`src/rtl/uart_pkg.sv`:
```
`timescale 1ns/1ps
package uart_pkg;
    localparam int DIV_W = 16;

    localparam logic [2:0] ADDR_DATA = 3'd0;
    localparam logic [2:0] ADDR_IER  = 3'd1;
    localparam logic [2:0] ADDR_CTRL = 3'd2;
    localparam logic [2:0] ADDR_DIVL = 3'd3;
    localparam logic [2:0] ADDR_DIVH = 3'd4;
    localparam logic [2:0] ADDR_STAT = 3'd5;

    typedef enum logic [2:0] {TX_IDLE, TX_START, TX_DATA, TX_PAR, TX_STOP} tx_state_e;
    typedef enum logic [2:0] {RX_IDLE, RX_START, RX_DATA, RX_PAR, RX_STOP, RX_WAIT_HIGH} rx_state_e;

    typedef struct packed {
        logic par_en;
        logic par_even;
    } frame_cfg_t;
endpackage

```
`src/rtl/uart_tick_gen.sv`:
```
`timescale 1ns/1ps
module uart_tick_gen #(
    parameter int DIV_W   = 16,
    parameter int MIN_DIV = 4
) (
    input  logic             clk,
    input  logic             rst_n,
    input  logic [DIV_W-1:0] divisor,
    output logic             tick,
    output logic             clamped
);
    logic [DIV_W-1:0] eff_div;
    logic [DIV_W-1:0] cnt_d, cnt_q;

    assign clamped = divisor < DIV_W'(MIN_DIV);
    assign eff_div = clamped ? DIV_W'(MIN_DIV) : divisor;
    assign tick    = cnt_q >= eff_div - 1'b1;

    always_comb begin
        cnt_d = tick ? '0 : cnt_q + 1'b1;
    end

    always_ff @(posedge clk or negedge rst_n) begin
        if (!rst_n) cnt_q <= '0;
        else        cnt_q <= cnt_d;
    end
endmodule

```
`src/rtl/uart_fifo.sv`:
```
`timescale 1ns/1ps
module uart_fifo #(
    parameter int WIDTH = 8,
    parameter int DEPTH = 64,
    localparam int AW = $clog2(DEPTH),
    localparam int CW = $clog2(DEPTH + 1)
) (
    input  logic             clk,
    input  logic             rst_n,
    input  logic             flush,
    input  logic             single,
    input  logic             push,
    input  logic [WIDTH-1:0] wdata,
    input  logic             pop,
    output logic [WIDTH-1:0] rdata,
    output logic [CW-1:0]    count,
    output logic             full,
    output logic             empty
);
    typedef struct packed {
        logic [AW-1:0] wptr;
        logic [AW-1:0] rptr;
        logic [CW-1:0] cnt;
    } fifo_t;

    fifo_t q, n;
    logic [WIDTH-1:0] mem [DEPTH];
    logic do_push, do_pop;

    assign empty   = q.cnt == '0;
    assign full    = single ? !empty : (q.cnt == CW'(DEPTH));
    assign do_push = push && !full;
    assign do_pop  = pop && !empty;
    assign rdata   = mem[q.rptr];
    assign count   = q.cnt;

    always_comb begin
        n = q;
        if (flush) begin
            n = '0;
        end else begin
            if (do_push) n.wptr = q.wptr + 1'b1;
            if (do_pop)  n.rptr = q.rptr + 1'b1;
            case ({do_push, do_pop})
                2'b10:   n.cnt = q.cnt + 1'b1;
                2'b01:   n.cnt = q.cnt - 1'b1;
                default: n.cnt = q.cnt;
            endcase
        end
    end

    always_ff @(posedge clk or negedge rst_n) begin
        if (!rst_n) q <= '0;
        else        q <= n;
    end

    always_ff @(posedge clk) begin
        if (do_push && !flush) mem[q.wptr] <= wdata;
    end
endmodule

```
`src/rtl/uart_tx.sv`:
```
`timescale 1ns/1ps
module uart_tx
    import uart_pkg::*;
#(
    parameter int DATA_W = 8,
    parameter int OSR    = 16,
    localparam int CNT_W = $clog2(OSR),
    localparam int BIT_W = $clog2(DATA_W)
) (
    input  logic              clk,
    input  logic              rst_n,
    input  logic              tick,
    input  logic              cts_ok,
    input  frame_cfg_t        cfg,
    input  logic              avail,
    input  logic [DATA_W-1:0] data,
    output logic              pop,
    output logic              txd,
    output logic              busy
);
    typedef struct packed {
        tx_state_e         st;
        logic [CNT_W-1:0]  sub;
        logic [BIT_W-1:0]  bitn;
        logic [DATA_W-1:0] sh;
        logic              par;
        logic              txd;
    } tx_t;

    localparam logic [CNT_W-1:0] LAST_SUB = CNT_W'(OSR - 1);
    localparam logic [BIT_W-1:0] LAST_BIT = BIT_W'(DATA_W - 1);

    tx_t q, n;

    assign txd  = q.txd;
    assign busy = q.st != TX_IDLE;

    always_comb begin
        n   = q;
        pop = 1'b0;
        if (q.st == TX_IDLE) begin
            n.txd = 1'b1;
            if (tick && avail && cts_ok) begin
                pop    = 1'b1;
                n.st   = TX_START;
                n.sub  = '0;
                n.sh   = data;
                n.par  = (^data) ^ ~cfg.par_even;
                n.txd  = 1'b0;
            end
        end else if (tick) begin
            if (q.sub != LAST_SUB) begin
                n.sub = q.sub + 1'b1;
            end else begin
                n.sub = '0;
                case (q.st)
                    TX_START: begin
                        n.st   = TX_DATA;
                        n.bitn = '0;
                        n.txd  = q.sh[0];
                    end
                    TX_DATA: begin
                        if (q.bitn == LAST_BIT) begin
                            n.st  = cfg.par_en ? TX_PAR : TX_STOP;
                            n.txd = cfg.par_en ? q.par : 1'b1;
                        end else begin
                            n.bitn = q.bitn + 1'b1;
                            n.sh   = q.sh >> 1;
                            n.txd  = q.sh[1];
                        end
                    end
                    TX_PAR: begin
                        n.st  = TX_STOP;
                        n.txd = 1'b1;
                    end
                    default: begin
                        n.st  = TX_IDLE;
                        n.txd = 1'b1;
                    end
                endcase
            end
        end
    end

    always_ff @(posedge clk or negedge rst_n) begin
        if (!rst_n) begin
            q     <= '0;
            q.st  <= TX_IDLE;
            q.txd <= 1'b1;
        end else begin
            q <= n;
        end
    end
endmodule

```
`src/rtl/uart_rx.sv`:
```
`timescale 1ns/1ps
module uart_rx
    import uart_pkg::*;
#(
    parameter int DATA_W = 8,
    parameter int OSR    = 16,
    localparam int CNT_W = $clog2(OSR),
    localparam int BIT_W = $clog2(DATA_W)
) (
    input  logic              clk,
    input  logic              rst_n,
    input  logic              tick,
    input  logic              rxd,
    input  frame_cfg_t        cfg,
    output logic              done,
    output logic [DATA_W-1:0] dbyte,
    output logic              pe,
    output logic              fe,
    output logic              brk
);
    typedef struct packed {
        rx_state_e         st;
        logic [CNT_W-1:0]  sub;
        logic [BIT_W-1:0]  bitn;
        logic [DATA_W-1:0] sh;
        logic              par_bit;
        logic              done;
        logic [DATA_W-1:0] dbyte;
        logic              pe;
        logic              fe;
        logic              brk;
    } rx_t;

    localparam logic [CNT_W-1:0] LAST_SUB = CNT_W'(OSR - 1);
    localparam logic [CNT_W-1:0] MID_SUB  = CNT_W'(OSR / 2 - 1);
    localparam logic [BIT_W-1:0] LAST_BIT = BIT_W'(DATA_W - 1);

    rx_t q, n;
    logic exp_par, all_zero;

    assign exp_par  = (^q.sh) ^ ~cfg.par_even;
    assign all_zero = (q.sh == '0) && !(cfg.par_en && q.par_bit);
    assign done  = q.done;
    assign dbyte = q.dbyte;
    assign pe    = q.pe;
    assign fe    = q.fe;
    assign brk   = q.brk;

    always_comb begin
        n      = q;
        n.done = 1'b0;
        case (q.st)
            RX_IDLE: begin
                if (tick && !rxd) begin
                    n.st  = RX_START;
                    n.sub = '0;
                end
            end
            RX_START: begin
                if (tick) begin
                    if (q.sub != MID_SUB) begin
                        n.sub = q.sub + 1'b1;
                    end else if (!rxd) begin
                        n.st   = RX_DATA;
                        n.sub  = '0;
                        n.bitn = '0;
                    end else begin
                        n.st = RX_IDLE;
                    end
                end
            end
            RX_WAIT_HIGH: begin
                if (rxd) n.st = RX_IDLE;
            end
            default: begin
                if (tick) begin
                    if (q.sub != LAST_SUB) begin
                        n.sub = q.sub + 1'b1;
                    end else begin
                        n.sub = '0;
                        case (q.st)
                            RX_DATA: begin
                                n.sh = {rxd, q.sh[DATA_W-1:1]};
                                if (q.bitn == LAST_BIT) n.st = cfg.par_en ? RX_PAR : RX_STOP;
                                else                    n.bitn = q.bitn + 1'b1;
                            end
                            RX_PAR: begin
                                n.par_bit = rxd;
                                n.st      = RX_STOP;
                            end
                            default: begin
                                n.done  = 1'b1;
                                n.dbyte = q.sh;
                                n.fe    = !rxd;
                                n.brk   = !rxd && all_zero;
                                n.pe    = cfg.par_en && (q.par_bit != exp_par);
                                n.st    = rxd ? RX_IDLE : RX_WAIT_HIGH;
                            end
                        endcase
                    end
                end
            end
        endcase
    end

    always_ff @(posedge clk or negedge rst_n) begin
        if (!rst_n) begin
            q    <= '0;
            q.st <= RX_IDLE;
        end else begin
            q <= n;
        end
    end
endmodule

```
`src/rtl/uart_fifo_port.sv`:
```
`timescale 1ns/1ps
module uart_fifo_port
    import uart_pkg::*;
#(
    parameter int DEPTH      = 64,
    parameter int OSR        = 16,
    parameter int MIN_DIV    = 4,
    parameter int RTS_MARGIN = 8,
    localparam int CW = $clog2(DEPTH + 1)
) (
    input  logic       clk,
    input  logic       rst_n,
    input  logic [2:0] host_addr,
    input  logic [7:0] host_wdata,
    input  logic       host_wr,
    input  logic       host_rd,
    output logic [7:0] host_rdata,
    input  logic       rxd,
    output logic       txd,
    input  logic       cts_n,
    output logic       rts_n,
    output logic       irq,
    output logic       tx_dreq,
    output logic       rx_dreq
);
    typedef struct packed {
        logic [7:0]       ier;
        logic [7:0]       ctrl;
        logic [DIV_W-1:0] div;
        logic             ovr;
        logic             pe;
        logic             fe;
        logic             brk;
        logic [7:0]       rdata;
        logic [1:0]       rx_s;
        logic [1:0]       cts_s;
    } port_t;

    port_t q, n;

    logic tick, div_clamped, cts_ok, rxd_s;
    logic tx_push, tx_pop, tx_full, tx_empty, tx_busy;
    logic rx_pop, rx_push, rx_full, rx_empty, rx_done, rx_pe, rx_fe, rx_brk;
    logic flush, rd_stat, tx_idle, rx_almost, any_err;
    logic [7:0] tx_data, rx_rdata, rx_byte, status;
    logic [CW-1:0] tx_count, rx_count;
    frame_cfg_t cfg;

    assign cfg      = '{par_en: q.ctrl[2], par_even: q.ctrl[3]};
    assign cts_ok   = !q.cts_s[1];
    assign rxd_s    = q.rx_s[1];
    assign tx_push  = host_wr && host_addr == ADDR_DATA;
    assign rx_pop   = host_rd && host_addr == ADDR_DATA;
    assign rd_stat  = host_rd && host_addr == ADDR_STAT;
    assign flush    = host_wr && host_addr == ADDR_CTRL && host_wdata[0] != q.ctrl[0];
    assign rx_push  = rx_done && !rx_full;
    assign tx_idle  = tx_empty && !tx_busy;
    assign any_err  = q.ovr | q.pe | q.fe | q.brk;
    assign status   = {div_clamped, tx_idle, !tx_full, q.brk, q.fe, q.pe, q.ovr, !rx_empty};
    assign rx_almost = q.ctrl[0] ? (rx_count >= CW'(DEPTH - RTS_MARGIN)) : !rx_empty;

    assign host_rdata = q.rdata;
    assign rts_n   = !(q.ctrl[1] && !rx_almost);
    assign irq     = (q.ier[0] && !rx_empty) || (q.ier[1] && tx_empty) || (q.ier[2] && any_err);
    assign tx_dreq = q.ctrl[4] && !tx_full;
    assign rx_dreq = q.ctrl[4] && !rx_empty;

    uart_tick_gen #(.DIV_W(DIV_W), .MIN_DIV(MIN_DIV)) u_tick (
        .clk(clk), .rst_n(rst_n), .divisor(q.div), .tick(tick), .clamped(div_clamped)
    );

    uart_fifo #(.WIDTH(8), .DEPTH(DEPTH)) u_txf (
        .clk(clk), .rst_n(rst_n), .flush(flush), .single(!q.ctrl[0]),
        .push(tx_push), .wdata(host_wdata), .pop(tx_pop), .rdata(tx_data),
        .count(tx_count), .full(tx_full), .empty(tx_empty)
    );

    uart_fifo #(.WIDTH(8), .DEPTH(DEPTH)) u_rxf (
        .clk(clk), .rst_n(rst_n), .flush(flush), .single(!q.ctrl[0]),
        .push(rx_push), .wdata(rx_byte), .pop(rx_pop), .rdata(rx_rdata),
        .count(rx_count), .full(rx_full), .empty(rx_empty)
    );

    uart_tx #(.DATA_W(8), .OSR(OSR)) u_tx (
        .clk(clk), .rst_n(rst_n), .tick(tick), .cts_ok(cts_ok), .cfg(cfg),
        .avail(!tx_empty), .data(tx_data), .pop(tx_pop), .txd(txd), .busy(tx_busy)
    );

    uart_rx #(.DATA_W(8), .OSR(OSR)) u_rx (
        .clk(clk), .rst_n(rst_n), .tick(tick), .rxd(rxd_s), .cfg(cfg),
        .done(rx_done), .dbyte(rx_byte), .pe(rx_pe), .fe(rx_fe), .brk(rx_brk)
    );

    always_comb begin
        n       = q;
        n.rx_s  = {q.rx_s[0], rxd};
        n.cts_s = {q.cts_s[0], cts_n};
        n.ovr   = (rd_stat ? 1'b0 : q.ovr) | (rx_done & rx_full);
        n.pe    = (rd_stat ? 1'b0 : q.pe)  | (rx_done & rx_pe);
        n.fe    = (rd_stat ? 1'b0 : q.fe)  | (rx_done & rx_fe);
        n.brk   = (rd_stat ? 1'b0 : q.brk) | (rx_done & rx_brk);
        if (host_wr) begin
            case (host_addr)
                ADDR_IER:  n.ier       = host_wdata;
                ADDR_CTRL: n.ctrl      = host_wdata;
                ADDR_DIVL: n.div[7:0]  = host_wdata;
                ADDR_DIVH: n.div[15:8] = host_wdata;
                default:   ;
            endcase
        end
        if (host_rd) begin
            case (host_addr)
                ADDR_DATA: n.rdata = rx_rdata;
                ADDR_IER:  n.rdata = q.ier;
                ADDR_CTRL: n.rdata = q.ctrl;
                ADDR_DIVL: n.rdata = q.div[7:0];
                ADDR_DIVH: n.rdata = q.div[15:8];
                ADDR_STAT: n.rdata = status;
                default:   n.rdata = '0;
            endcase
        end
    end

    always_ff @(posedge clk or negedge rst_n) begin
        if (!rst_n) begin
            q       <= '0;
            q.div   <= DIV_W'(MIN_DIV);
            q.rx_s  <= 2'b11;
            q.cts_s <= 2'b11;
        end else begin
            q <= n;
        end
    end
endmodule

```
`config.mk`:
```
export PLATFORM = sky130hd
export DESIGN_NAME = uart_fifo_port
export DESIGN_NICKNAME = d
export VERILOG_FILES = /design/src/rtl/uart_pkg.sv /design/src/rtl/uart_tick_gen.sv /design/src/rtl/uart_fifo.sv /design/src/rtl/uart_tx.sv /design/src/rtl/uart_rx.sv /design/src/rtl/uart_fifo_port.sv
export SDC_FILE = /design/constraint.sdc
export NUM_CORES = 2
export LEC_CHECK = 0
export ABC_AREA = 1
export BUFFER_PORTS_ARGS = -buffer_cell sky130_fd_sc_hd__buf_2
export CORE_MARGIN = 2
export CORE_UTILIZATION = 59
export DETAILED_ROUTE_END_ITERATION = 8
export GPL_TIMING_DRIVEN = 0
export PLACE_DENSITY = 0.76
export SLEW_MARGIN = 20
export SYNTH_ARGS = -nofsm -noshare
export SYNTH_HDL_FRONTEND = slang
export SYNTH_HIERARCHICAL = 1
export SYNTH_SLANG_ARGS = --single-unit
```
`constraint.sdc`:
```
create_clock -name clk -period 6.4 [get_ports clk]
set_input_delay 0.32 -clock clk [delete_from_list [all_inputs] [get_ports clk]]
set_output_delay 0.32 -clock clk [all_outputs]
set_load 0.01 [all_outputs]
```
==> summary.md <==
| Metric | Value |
|---|---|
| Vias per inst | ~6.2 |
| Top routing layer in use | met4 |
| Average wire per standard cell | 25.01 um |
| Initial antenna violation count | 0 |
| GP Congestion | 1.014 |
| RR Startpoint | q[22]$_DFFE_PN0P_ |
| Ys Warns | 6 |
| Area growth, synth to finish | 10.71% |
| IO buf count | 28 |
| Final hold vios | 0 |
| Hold EP | q[41]$_DFFE_PN0P_ |
| Unrepaired setup endpoints after global routing | no |
| DRC viols | 0 |
| Critical Path Max Stage Delay | approximately 450 ps |
| Element type at the critical path start | flop |
| Slowest stage cell, crit path | dfrtp_1 |
| Met2 WL post-DR | roughly 69000 um |
| Fraction of layout cells with a size suffix above 1 | approximately 11% |
| Slew margin rel. | 18.95% |
| Final ANT Viol Nets | 0 |
| Vias in the first global route | 35430 |
| First-pass GRT wire length | 223200 um |
| Max-Cap Viols | 0 |
| 1st-iter DRT viols | 5563 |
| M1 WL | 55280 um |
| Crit path required time | 6980 ps |
| Die X | 299.3 um |
| Largest net degree at the start of global routing | 98 |
| Final setup viols | 0 |
| Worst Skew | 22.38 ps |
| Antenna cells | 0 |
| All-Layer GR Usage | 33.88% |
| Min Tclk post-route | 5582 ps |
| Worst IR drop on VDD | 427.0 uV |
| Post-Syn Area per Cell | ~11 um2 |
| Layout Utilization | 65.76% |
| Cts bufs inserted | 113 |
| Synthesized area | 51450 um2 |
| Nets | 4888 |
| Min-Delay Path Class | primary input to flop |
| Lkg Pwr | 0.02206 uW |
| Total number of vias | 37650 |
| Cells after Synth | 4677 |
| FF+latch area | 34590 um2 |
| Clk slew on worst S/H paths | 70 ps |
| FILL cells | between 6000 and 7000 |
| Starting density of the core | 59.40% |
| CTS tree | built |
| # clock sinks | about 1200 |
| I/O pin cnt | 30 |
| FMAX | around 180 MHz |
| Clock Tree Buf Depth | 3 |
| Most common cell after layout, fill and taps aside | edfxtp_1 |
| Root buffer cell | clkbuf_16 |
| Outcome | completed |
| H-tree levels | 3 |
| Critical Path Sink Type | flop |
| Grt total ovfl | 0 |
| Critical setup path kind | flop to flop |
| Worst-Skew Late Latency | between 700 and 800 ps |
| Crit-path most repeated cell | nand2_1 |
| Power per standard cell area | 404.0 nW/um2 |
| Die ar. | around 90000 um2 |
| Post-route setup TNS | 0 ps |
| Arr. time, crit path | 6170 ps |
| Hold_sp | host_addr[2] |
| Most frequent cells in the layout | edfxtp_1 (1024), nor2_1 (962), nand2_1 (685), o21ai_0 (384), nand3_1 (289) |
| Synth Net Count | 4739 |
| Floorplan die height | 299.3 um |
| Least-Margin Pin Slew | between 1000 and 1500 ps |
| DP HPWL | between 90000 and 100000 um |
| Hold path depth | 5 |
| R2r setup slk | 820 ps |
| Worst R2R End | u_txf/count[3]$_DFFE_PN0P_ |
| Worst r2r path cells | 29 |
| Met3 wire len | 18120 um |
| Pre-antenna DRT Iters | 9 |
| Area occupied by multi-input gates | 14650 um2 |
| Max Slew Vio Count | 0 |
| Crit-path max FO | 20 |
| Total Wirelength | 151900 um |
| # rows | 108 |
| Final period util | 87.22% |
| Core Area | 86620 um2 |
how the worst max path moves through the flow:
stage | from | endpoint | depth (start not counted)
6_report | q[22]$_DFFE_PN0P_ | u_txf/count[3]$_DFFE_PN0P_ | 29
5_1_grt | q[22]$_DFFE_PN0P_ | u_txf/count[3]$_DFFE_PN0P_ | 29
4_1_cts | q[22]$_DFFE_PN0P_ | u_txf/count[3]$_DFFE_PN0P_ | 29
3_5_place_dp | q[22]$_DFFE_PN0P_ | u_txf/count[3]$_DFFE_PN0P_ | 29
3_3_place_gp | q[22]$_DFFE_PN0P_ | u_txf/count[3]$_DFFE_PN0P_ | 29
2_1_floorplan | q[22]$_DFFE_PN0P_ | u_txf/count[3]$_DFFE_PN0P_ | 29
cell type report:
class | count | area share, %
sequential | 1177 | 60.72
multi-input combinational | 3039 | 25.71
clock buffer | 147 | 5.441
tap | 1155 | 2.537
buffer | 246 | 2.471
inverter | 215 | 1.447
clock inverter | 63 | 1.241
timing repair buffer | 34 | 0.4371
routing by layer:
layer / vias up / GRT usage, %
met3: 539 / 6.480
met5: - / 0
met2: 2676 / 52.45
li1: 16570 / -
met4: 0 / 19.32
met1: 17860 / 45.42
through the flow:
step	hold slack (ps)	worst slack, ps	power [uW]	area, um2	instances
final	77.89	817.8	23010	56960	6076
after global routing	111.6	243.7	23770	56960	6076
after CTS	38.93	816.7	22750	56950	6076
after detailed placement	294.7	825.8	15950	53110	5862
after global placement	346.2	982.6	15800	53040	5860
after floorplan	24.41	1874	13170	51450	4677
timing repair:
| action | 4_1_cts | 5_1_grt |
|---|---|---|
| setup endpoints to repair | 0 | 0 |
| buffers inserted | 0 | 0 |
| hold endpoints to repair | 66 | 0 |
| hold buffers | 4 | 0 |
| gates resized for setup | 0 | 0 |
report_power, final:
part	switching, uW	internal (uW)
clock network	2850	4000
logic	5420	2060
registers	214	8470
total	8490	14500
critical path: cells and delay by family, from the launching register on:
family	cells	cell delay, ps
DFF	1	450
buffers and inverters	4	730
and+or+nand+nor	19	3060
xor gates and xnor gates	1	160
adders and majority gates	3	760
AOI/OAI and AO/OA	2	270
registers in the layout, indices dropped and copies added, names as in the netlist, 12 cells and up:
name / flops
u_txf/q: 12
u_tx/q: 19
u_tick/cnt_q: 16
u_rxf/q: 12
u_rxf/mem: 512
q: 36
u_txf/mem: 512
u_rx/q: 19
Power figures use the tool's default switching activity.
